==> src/rtl/trig_tmr_pkg.sv <==
package trig_tmr_pkg;

   typedef enum logic [1:0] {
      EDGE_NONE = 2'b00,
      EDGE_RISE = 2'b01,
      EDGE_FALL = 2'b10,
      EDGE_BOTH = 2'b11
   } edge_sel_e;

   typedef struct packed {
      edge_sel_e edge_sel;
      logic      trig_en;
      logic      cks_lo;
   } ctrl_t;

   typedef struct packed {
      logic cks_hi;
      logic clr_on_match;
   } aux_t;

   localparam logic [1:0] ADDR_CTRL = 2'd0;
   localparam logic [1:0] ADDR_AUX  = 2'd1;
   localparam logic [1:0] ADDR_CMP  = 2'd2;
   localparam logic [1:0] ADDR_CNT  = 2'd3;

   localparam logic [7:0] CTRL_FIXED_ONES = 8'hE2;
   localparam int         CTRL_EDGE_LSB   = 3;
   localparam int         CTRL_TRIG_BIT   = 2;
   localparam int         CTRL_CKS_BIT    = 0;
   localparam int         AUX_CKS_BIT     = 0;
   localparam int         AUX_CLR_BIT     = 1;
   localparam int         AUX_FLAG_BIT    = 7;

endpackage

==> src/rtl/tmr_prescaler.sv <==
module tmr_prescaler #(
   parameter int SEL_W = 2
) (
   input  logic             clk,
   input  logic             rst_n,
   input  logic [SEL_W-1:0] sel,
   output logic             tick
);
   localparam int NUM_SEL = 1 << SEL_W;
   localparam int PRE_W   = 2 * (NUM_SEL - 1) + 1;

   if (SEL_W < 1) begin : g_bad_sel
      $error("tmr_prescaler: SEL_W must be at least 1");
   end

   logic [PRE_W-1:0]   pre_q;
   logic [NUM_SEL-1:0] tick_opt;

   always_ff @(posedge clk or negedge rst_n) begin
      if (!rst_n) pre_q <= '0;
      else        pre_q <= pre_q + PRE_W'(1);
   end

   // Option g divides by 2^(2g+1): it fires when the low 2g+1 bits are all ones
   for (genvar g = 0; g < NUM_SEL; g++) begin : g_opt
      assign tick_opt[g] = &pre_q[2*g:0];
   end

   assign tick = tick_opt[sel];

endmodule

==> src/rtl/tmr_trig_detect.sv <==
module tmr_trig_detect
   import trig_tmr_pkg::*;
#(
   parameter int SYNC_STAGES = 2
) (
   input  logic      clk,
   input  logic      rst_n,
   input  logic      pin,
   input  edge_sel_e edge_sel,
   output logic      start_evt
);
   if (SYNC_STAGES < 2) begin : g_bad_sync
      $error("tmr_trig_detect: SYNC_STAGES must be at least 2");
   end

   logic [SYNC_STAGES-1:0] sync_q;
   logic                   prev_q;
   logic                   rise, fall;

   always_ff @(posedge clk or negedge rst_n) begin
      if (!rst_n) begin
         sync_q <= '0;
         prev_q <= 1'b0;
      end else begin
         sync_q <= {sync_q[SYNC_STAGES-2:0], pin};
         prev_q <= sync_q[SYNC_STAGES-1];
      end
   end

   assign rise = sync_q[SYNC_STAGES-1] & ~prev_q;
   assign fall = ~sync_q[SYNC_STAGES-1] & prev_q;

   always_comb begin
      unique case (edge_sel)
         EDGE_RISE: start_evt = rise;
         EDGE_FALL: start_evt = fall;
         EDGE_BOTH: start_evt = rise | fall;
         default:   start_evt = 1'b0;
      endcase
   end

endmodule

==> src/rtl/tmr_regs.sv <==
module tmr_regs
   import trig_tmr_pkg::*;
#(
   parameter int DW = 8
) (
   input  logic          clk,
   input  logic          rst_n,
   input  logic          lp_rst,
   input  logic          wr_en,
   input  logic [1:0]    addr,
   input  logic [DW-1:0] wdata,
   output logic [DW-1:0] rdata,
   input  logic [DW-1:0] cnt_val,
   input  logic          match_set,
   output ctrl_t         ctrl_o,
   output aux_t          aux_o,
   output logic [DW-1:0] cmp_o,
   output logic          flag_o,
   output logic          ctrl_wr_o,
   output logic          stop_wr_o,
   output logic [DW-1:0] ctrl_rd_o
);
   if (DW != 8) begin : g_bad_dw
      $error("tmr_regs: register layout needs DW == 8");
   end

   ctrl_t         ctrl_q;
   aux_t          aux_q;
   logic [DW-1:0] cmp_q;
   logic          flag_q;
   logic          aux_wr, cmp_wr;

   assign ctrl_wr_o = wr_en && (addr == ADDR_CTRL);
   assign aux_wr    = wr_en && (addr == ADDR_AUX);
   assign cmp_wr    = wr_en && (addr == ADDR_CMP);
   assign stop_wr_o = ctrl_wr_o && wdata[CTRL_TRIG_BIT];

   always_ff @(posedge clk or negedge rst_n) begin
      if (!rst_n) begin
         ctrl_q <= '0;
      end else if (lp_rst) begin
         ctrl_q <= '0;
      end else if (ctrl_wr_o) begin
         ctrl_q.edge_sel <= edge_sel_e'(wdata[CTRL_EDGE_LSB +: 2]);
         ctrl_q.trig_en  <= wdata[CTRL_TRIG_BIT];
         ctrl_q.cks_lo   <= wdata[CTRL_CKS_BIT];
      end
   end

   always_ff @(posedge clk or negedge rst_n) begin
      if (!rst_n) begin
         aux_q <= '0;
         cmp_q <= '1;
      end else begin
         if (aux_wr) begin
            aux_q.cks_hi       <= wdata[AUX_CKS_BIT];
            aux_q.clr_on_match <= wdata[AUX_CLR_BIT];
         end
         if (cmp_wr) cmp_q <= wdata;
      end
   end

   // Sticky flag: a new match outranks a write-one clear in the same cycle
   always_ff @(posedge clk or negedge rst_n) begin
      if (!rst_n)                               flag_q <= 1'b0;
      else if (match_set)                       flag_q <= 1'b1;
      else if (aux_wr && wdata[AUX_FLAG_BIT])   flag_q <= 1'b0;
   end

   always_comb begin
      ctrl_rd_o = CTRL_FIXED_ONES;
      ctrl_rd_o[CTRL_EDGE_LSB +: 2] = ctrl_q.edge_sel;
      ctrl_rd_o[CTRL_TRIG_BIT]      = ctrl_q.trig_en;
      ctrl_rd_o[CTRL_CKS_BIT]       = ctrl_q.cks_lo;
   end

   always_comb begin
      rdata = '0;
      unique case (addr)
         ADDR_CTRL: rdata = ctrl_rd_o;
         ADDR_AUX: begin
            rdata[AUX_FLAG_BIT] = flag_q;
            rdata[AUX_CLR_BIT]  = aux_q.clr_on_match;
            rdata[AUX_CKS_BIT]  = aux_q.cks_hi;
         end
         ADDR_CMP: rdata = cmp_q;
         default:  rdata = cnt_val;
      endcase
   end

   assign ctrl_o = ctrl_q;
   assign aux_o  = aux_q;
   assign cmp_o  = cmp_q;
   assign flag_o = flag_q;

endmodule

==> src/rtl/tmr_counter.sv <==
module tmr_counter #(
   parameter int CW = 8
) (
   input  logic          clk,
   input  logic          rst_n,
   input  logic          tick,
   input  logic          trig_en,
   input  logic          start_evt,
   input  logic          stop_wr,
   input  logic          clr_on_match,
   input  logic [CW-1:0] cmp,
   output logic [CW-1:0] cnt,
   output logic          active,
   output logic          match_clr
);
   logic [CW-1:0] cnt_q;
   logic          run_q;
   logic          step;

   assign active    = trig_en ? run_q : 1'b1;
   assign step      = active && tick;
   assign match_clr = step && clr_on_match && (cnt_q == cmp);

   // Priority: software stop, then match stop, then a trigger start
   always_ff @(posedge clk or negedge rst_n) begin
      if (!rst_n)                        run_q <= 1'b0;
      else if (stop_wr)                  run_q <= 1'b0;
      else if (trig_en && match_clr)     run_q <= 1'b0;
      else if (trig_en && start_evt)     run_q <= 1'b1;
   end

   always_ff @(posedge clk or negedge rst_n) begin
      if (!rst_n)         cnt_q <= '0;
      else if (match_clr) cnt_q <= '0;
      else if (step)      cnt_q <= cnt_q + CW'(1);
   end

   assign cnt = cnt_q;

endmodule

==> src/rtl/trig_cmp_timer.sv <==
module trig_cmp_timer
   import trig_tmr_pkg::*;
#(
   parameter int CNT_W       = 8,
   parameter int SYNC_STAGES = 2
) (
   input  logic             clk,
   input  logic             rst_n,
   input  logic             lp_rst,
   input  logic             bus_wr,
   input  logic [1:0]       bus_addr,
   input  logic [7:0]       bus_wdata,
   output logic [7:0]       bus_rdata,
   input  logic             trig_pin,
   output logic [CNT_W-1:0] count_o,
   output logic             active_o
);
   localparam int SEL_W = 2;

   if (CNT_W != 8) begin : g_bad_cnt
      $error("trig_cmp_timer: CNT_W must match the 8-bit register bus");
   end

   ctrl_t            ctrl;
   aux_t             aux;
   logic [CNT_W-1:0] cmp_val, cnt;
   logic [7:0]       ctrl_rd;
   logic             flag, ctrl_wr, stop_wr, tick, start_evt, match_clr, active;
   logic [SEL_W-1:0] cks;

   assign cks = {aux.cks_hi, ctrl.cks_lo};

   tmr_regs #(.DW(8)) u_regs (
      .clk(clk), .rst_n(rst_n), .lp_rst(lp_rst),
      .wr_en(bus_wr), .addr(bus_addr), .wdata(bus_wdata), .rdata(bus_rdata),
      .cnt_val(cnt), .match_set(match_clr),
      .ctrl_o(ctrl), .aux_o(aux), .cmp_o(cmp_val), .flag_o(flag),
      .ctrl_wr_o(ctrl_wr), .stop_wr_o(stop_wr), .ctrl_rd_o(ctrl_rd)
   );

   tmr_prescaler #(.SEL_W(SEL_W)) u_pre (
      .clk(clk), .rst_n(rst_n), .sel(cks), .tick(tick)
   );

   tmr_trig_detect #(.SYNC_STAGES(SYNC_STAGES)) u_trig (
      .clk(clk), .rst_n(rst_n), .pin(trig_pin),
      .edge_sel(ctrl.edge_sel), .start_evt(start_evt)
   );

   tmr_counter #(.CW(CNT_W)) u_cnt (
      .clk(clk), .rst_n(rst_n), .tick(tick), .trig_en(ctrl.trig_en),
      .start_evt(start_evt), .stop_wr(stop_wr),
      .clr_on_match(aux.clr_on_match), .cmp(cmp_val),
      .cnt(cnt), .active(active), .match_clr(match_clr)
   );

   assign count_o  = cnt;
   assign active_o = active;

endmodule

==> config.mk <==
export PLATFORM = sky130hd
export DESIGN_NAME = trig_cmp_timer
export DESIGN_NICKNAME = d
export VERILOG_FILES = /design/src/rtl/trig_tmr_pkg.sv /design/src/rtl/tmr_prescaler.sv /design/src/rtl/tmr_trig_detect.sv /design/src/rtl/tmr_regs.sv /design/src/rtl/tmr_counter.sv /design/src/rtl/trig_cmp_timer.sv
export SDC_FILE = /design/constraint.sdc
export NUM_CORES = 1
export LEC_CHECK = 0
export BUFFER_PORTS_ARGS = -buffer_cell sky130_fd_sc_hd__buf_4
export CAP_MARGIN = 20
export CORE_UTILIZATION = 40
export CTS_CLUSTER_DIAMETER = 40
export DETAILED_ROUTE_END_ITERATION = 12
export SYNTH_ARGS = -nofsm -noshare
export SYNTH_HDL_FRONTEND = slang
export SYNTH_HIERARCHICAL = 1
export SYNTH_SLANG_ARGS = --single-unit
==> constraint.sdc <==
create_clock -name clk -period 2.1 [get_ports clk]
set_input_delay 0.105 -clock clk [delete_from_list [all_inputs] [get_ports clk]]
set_output_delay 0.105 -clock clk [all_outputs]
set_load 0.02 [all_outputs]
Word-level counts from Yosys, hierarchy flattened --
Index checks and enable logic that the tools add are counted.
Cells by class: add/sub/neg operators 2, $mul 0, div/mod/pow operators 0, $lt $le $gt $ge 1, eq/ne operators 6, shift-type cells 0, mux-type cells 16, bitwise gates (word level) 5, reduce and logical (&&, ||, !) cells 18
Operator list (number):
- two-way mux 8 bit | 2
- case mux 5 bit (3 select lines) | 1
- logical AND 1 bit | 10
- adder 8 x 1 -> 8 bit (second input constant) | 1
- equality test 8 bit | 1
- two-way mux 4 bit | 2
- adder 7 x 1 -> 7 bit (second input constant) | 1
- two-way mux 1 bit | 7
- AND reduction 7 bit | 1
- equality test 2 bit (second input constant) | 3
- case mux 1 bit (3 select lines) | 2
- case mux 2 bit (3 select lines) | 1
- nonzero test 2 bit | 3
- AND reduction 5 bit | 1
- equality test 2 x 1 -> 1 bit (second input constant) | 2
- < comparator 2 x 3 -> 1 bit (second input constant) | 1
- AND reduction 3 bit | 1
- nonzero test 3 bit | 1
- AND 1 bit | 2
- binary-select mux 1 bit (select 2 bit) | 1
- logical NOT 2 bit | 1
- NOT 1 bit | 2
- bitwise OR 1 bit | 1
Word-level totals: register bits after elaboration 34, bits in latches 0, memory bits (writable) 0, bits in read-only memories 0, input port bits 15, output and inout bits 17, memories kept 0

Depth between registers and ports, before layout --
depth in word-level cells 9, mapped depth 10

Cells and area by module --
The synthesis kept the hierarchy.
By module, submodules not included:
- tmr_regs | instances 1, cells an instance 72, area an instance 895.9 um2, seq. area each 385.4 um2
- tmr_counter | instances 1, cells an instance 68, area an instance 605.6 um2, seq. area each 225.2 um2
- tmr_prescaler | instances 1, cells an instance 25, area an instance 325.3 um2, seq. area each 175.2 um2
- tmr_trig_detect | instances 1, cells an instance 12, area an instance 133.9 um2, seq. area each 75.1 um2

Worst setup path after synthesis --
Ideal clock, no wire load.
path kind register -> register, start reg u_pre.pre_q[0], end reg u_regs.flag_q (netlist: u_regs/flag_o), arrival 2.145 ns, path slack -0.110 ns, cell stages (with the launch flop) 11, buffers on the path 0, period minus slack after synthesis 2.210 ns, cells stage by stage dfrtp_1 ha_1 and3_2 ha_1 nor2b_1 a21oi_1 a21oi_1 nand2_2 nor4_1 nand2b_1 o22a_1
Between the ends: word-level cells in the longest chain between the ends 7, elaborated cells on any way between the ends 10, those cells by class mux: 3; reduce/logical: 7
RTL lines:
- start, declared | line tmr_prescaler.sv:16 | logic [PRE_W-1:0] pre_q;
- start signal, assigned | line tmr_prescaler.sv:21 | else pre_q <= pre_q + PRE_W'(1);
- AND reduction 7 bit, or another cell as far along | line tmr_prescaler.sv:26 | assign tick_opt[g] = &pre_q[2*g:0];
- binary-select mux 1 bit (select 2 bit) * | line tmr_prescaler.sv:29 | assign tick = tick_opt[sel];
- two-way mux 1 bit (not written as such) * | line tmr_prescaler.sv:29
- net tick | line trig_cmp_timer.sv:28 | logic flag, ctrl_wr, stop_wr, tick, start_evt, match_clr, active;
- logical AND 1 bit * | line tmr_counter.sv:21 | assign step = active && tick;
- logical AND 1 bit * (2 in series) | line tmr_counter.sv:22 | assign match_clr = step && clr_on_match && (cnt_q == cmp);
- net match_clr | line trig_cmp_timer.sv:28
- two-way mux 1 bit or nonzero test 2 bit (tied branches)
- end signal, assigned | line tmr_regs.sv:65 | if (!rst_n) flag_q <= 1'b0;
- end signal, assigned | line tmr_regs.sv:66 | else if (match_set) flag_q <= 1'b1;
- end signal, assigned | line tmr_regs.sv:67 | else if (aux_wr && wdata[AUX_FLAG_BIT]) flag_q <= 1'b0;
- end, declared | line tmr_regs.sv:30 | logic flag_q;
Mark *: on every way through the listed nets, which the timed path passes. The rest lies on a longest branch. The select of a mux whose other input is x is not followed. A chain may end at the register's enable or synchronous reset.

Worst setup path after layout --
start reg u_pre.pre_q[1], end reg u_cnt.cnt_q[5] (netlist: u_cnt/cnt[5])
Between the ends: word-level cells in the longest chain between the ends 7, elaborated cells on any way between the ends 10, those cells by class mux: 3; reduce/logical: 7
RTL lines:
- AND reduction 7 bit, or another cell as far along | line tmr_prescaler.sv:26
- binary-select mux 1 bit (select 2 bit) * | line tmr_prescaler.sv:29
- two-way mux 1 bit (not written as such) * | line tmr_prescaler.sv:29
- net tick | line trig_cmp_timer.sv:28
- logical AND 1 bit * | line tmr_counter.sv:21
- logical AND 1 bit (2 in series) | line tmr_counter.sv:22
- two-way mux 8 bit or nonzero test 2 bit (tied branches)
- end signal, assigned | line tmr_counter.sv:35 | else if (step) cnt_q <= cnt_q + CW'(1);
- end, declared | line tmr_counter.sv:16 | logic [CW-1:0] cnt_q;
Marked as above.

==> results.md <==
* CP Capture Type: flop
* Antenna-violating nets left at 0
* Post-route cell area at 2409 um2
* Port buffer count at 31
* Bufs on Longest Clock Path at 2
* CTS Sinks at 34
* NumNets Final at 235
* Synth Instances at 168
* Via/cell ratio at 5.506
* Wire length per cell at 16.63 um
* Vias at 1470
* FP Rows at 24
* Pleak at 1.044 nW
* Die X at 70.86 um
* Setup WS post-layout at 0.1138 ns
* Layout cell share with drive strength beyond 1 at 0.3953
* Critical Path Source Type: flop
* # DRC at 0
* DP Worst Slack at 0.003821 ns
* GPL Wtd Cong at 0.9138
* Total global routing overflow at 0
* Largest net degree at the start of global routing at 35
* Final period util at 0.9458
* Yosys Warn Count at 6
* Netlist Area Pre-Place at 1897 um2
* Syn Nets at 189
* Clock transition at path regs at 0.07 ns
* Area delta synth->final at 26.98%
* Top Ports at 32
* CTS root buf: clkbuf_8
* Max-Cap Viols at 0
* Worst-margin pin slew at 0.4365 ns
* Status: finished, final reports clean
* Cell Pwr Density at 840.8 nW/um2
* Fin crit period at 1.986 ns
* Total number of H-tree levels at 2
* Vias in the first global route at 1526
* Clk_lat worst skew at 0.28 ns
* First-pass GRT wire length at 7.327 mm
* Placed cell areas at 2220 um2
* Die Ht at 70.86 um
* DR pass1 iterations at 6
* Die area at 5021 um2
* Skew final at 0.004190 ns
* Hold_ws at 0.05299 ns
* CTS tree: done
* Peak supply drop at 280.0 uV
* CORE AREA at 4444 um2
* TNS Setup at 0 ns
* Num CTS Buffers at 5
* Crit Path Max Fanout at 6
* HPWL Detailed at 3.180 mm
* Initial antenna violation count at 0
* DRT Wirelength at 4.439 mm
* DR iter-0 viols at 108
* # setup viols final at 0
* GRT Util Overall at 0.1907
* Hold Vio Cnt, Final at 0
* Min-delay worst type: input pin to flop
* Critical path data arrival time at 2.16 ns
* Syn Area/Cell at 11.29 um2
* Fmax at 0.5035 GHz
* Critical path type: flop to flop
* WP data required at 2.28 ns
* Relative slew slack at 0.7090
* Antenna diodes at 0
* Slew Limit Fails at 0
* Initial Util at 0.4268
## flip-flops by register name (all words and copies together), names as in the netlist
register and cells:
u_regs/cmp_o 8, u_regs/flag_o 1, u_pre/pre_q 7, u_trig/sync_q 2
u_trig/prev_q 1, u_cnt/run_q 1, u_regs/ctrl_o 4, u_cnt/cnt 8
u_regs/aux_o 2
## worst max-delay path, stage by stage, from the launching register on
cell     delay (ns)
dfrtp_1        0.40
ha_2           0.19
and3_4         0.18
ha_4           0.14
nor2b_4        0.11
a21oi_1        0.15
a21oi_2        0.09
buf_4          0.16
nand2_8        0.09
nor4_4         0.05
nor4_1         0.29
## metrics by stage
step                      total power [mW]  instances    util
after floorplan                      1.254        168       -
after global placement               1.505        254  0.4994
after detailed placement             1.520        254  0.4994
after CTS                            1.993        264  0.5234
after global routing                 2.136        267  0.5419
final                                2.025        267  0.5419
## repair_timing
| item | 4_1_cts | 5_1_grt |
|---|---|---|
| setup buffers | 0 | 3 |
| setup endpoints to repair | 1 | 10 |
| hold endpoints to repair | 27 | 0 |
| hold buffers | 2 | 0 |
| gates resized for setup | 1 | 14 |
| pin swaps | 0 | 6 |
## cell type report
cell class | count | area [um2]
Clock buffer | 8 | 80.08
Fill cell | 403 | 2036
Inverter | 5 | 18.77
Multi-Input combinational cell | 127 | 1067
Sequential cell | 34 | 860.8
Tap cell | 52 | 65.06
Timing Repair Buffer | 41 | 316.6
## worst paths after layout
path                                             from                           to  slack (ns)  depth (start not counted)
min in group asynchronous                       rst_n     u_pre/pre_q[5]$_DFF_PN0_        0.31                          2
setup reg to reg             u_pre/pre_q[1]$_DFF_PN0_     u_cnt/cnt[5]$_DFFE_PN0P_        0.11                         10
max in group asynchronous                       rst_n  u_regs/cmp_o[2]$_DFFE_PN1P_        1.45                          2
hold reg to reg            u_trig/sync_q[0]$_DFF_PN0_   u_trig/sync_q[1]$_DFF_PN0_        0.35                          0
hold / removal                           bus_wdata[6]  u_regs/cmp_o[6]$_DFFE_PN1P_        0.05                          2
setup / recovery             u_pre/pre_q[1]$_DFF_PN0_     u_cnt/cnt[5]$_DFFE_PN0P_        0.11                         10
## placed cells by master, fill, tap and decap left out, drive strengths merged
| cell | instances |
|---|---|
| nor2b | 5 |
| dfrtp | 26 |
| mux4 | 1 |
| a211oi | 1 |
| nor2 | 10 |
| and2 | 1 |
| inv | 5 |
| a31oi | 1 |
| buf | 39 |
| nor4 | 4 |
| nor3 | 4 |
| nand3 | 5 |
| nand2 | 10 |
| a22o | 3 |
| nand4 | 7 |
| o21ai | 5 |
| xor2 | 2 |
| mux2 | 13 |
| and4 | 2 |
| and3 | 5 |
| a21oi | 4 |
| a2bb2oi | 4 |
| nand2b | 11 |
| dlygate4sd3 | 2 |
| o41ai | 2 |
| dfstp | 8 |
| o22a | 1 |
| nor3b | 1 |
| mux2i | 6 |
| ha | 6 |
| clkbuf | 8 |
| nand3b | 2 |
| xnor2 | 11 |
## report_power, final
| part | switching, mW | internal [mW] |
|---|---|---|
| clock network | 0.225 | 0.235 |
| registers | 0.109 | 0.758 |
| logic | 0.372 | 0.326 |
| total | 0.706 | 1.32 |
## metal layers
metal | part of all wire | routed length, um | vias up | global-route usage
li1 | - | - | 705 | -
met1 | 0.46 | 2047 | 721 | 0.2365
met2 | 0.49 | 2153 | 39 | 0.3194
met3 | 0.041 | 182 | 5 | 0.04701
met4 | 0.012 | 55 | 0 | 0.07778
met5 | 0 | 0 | - | 0
No activity file was read; power rests on OpenSTA's default activity.
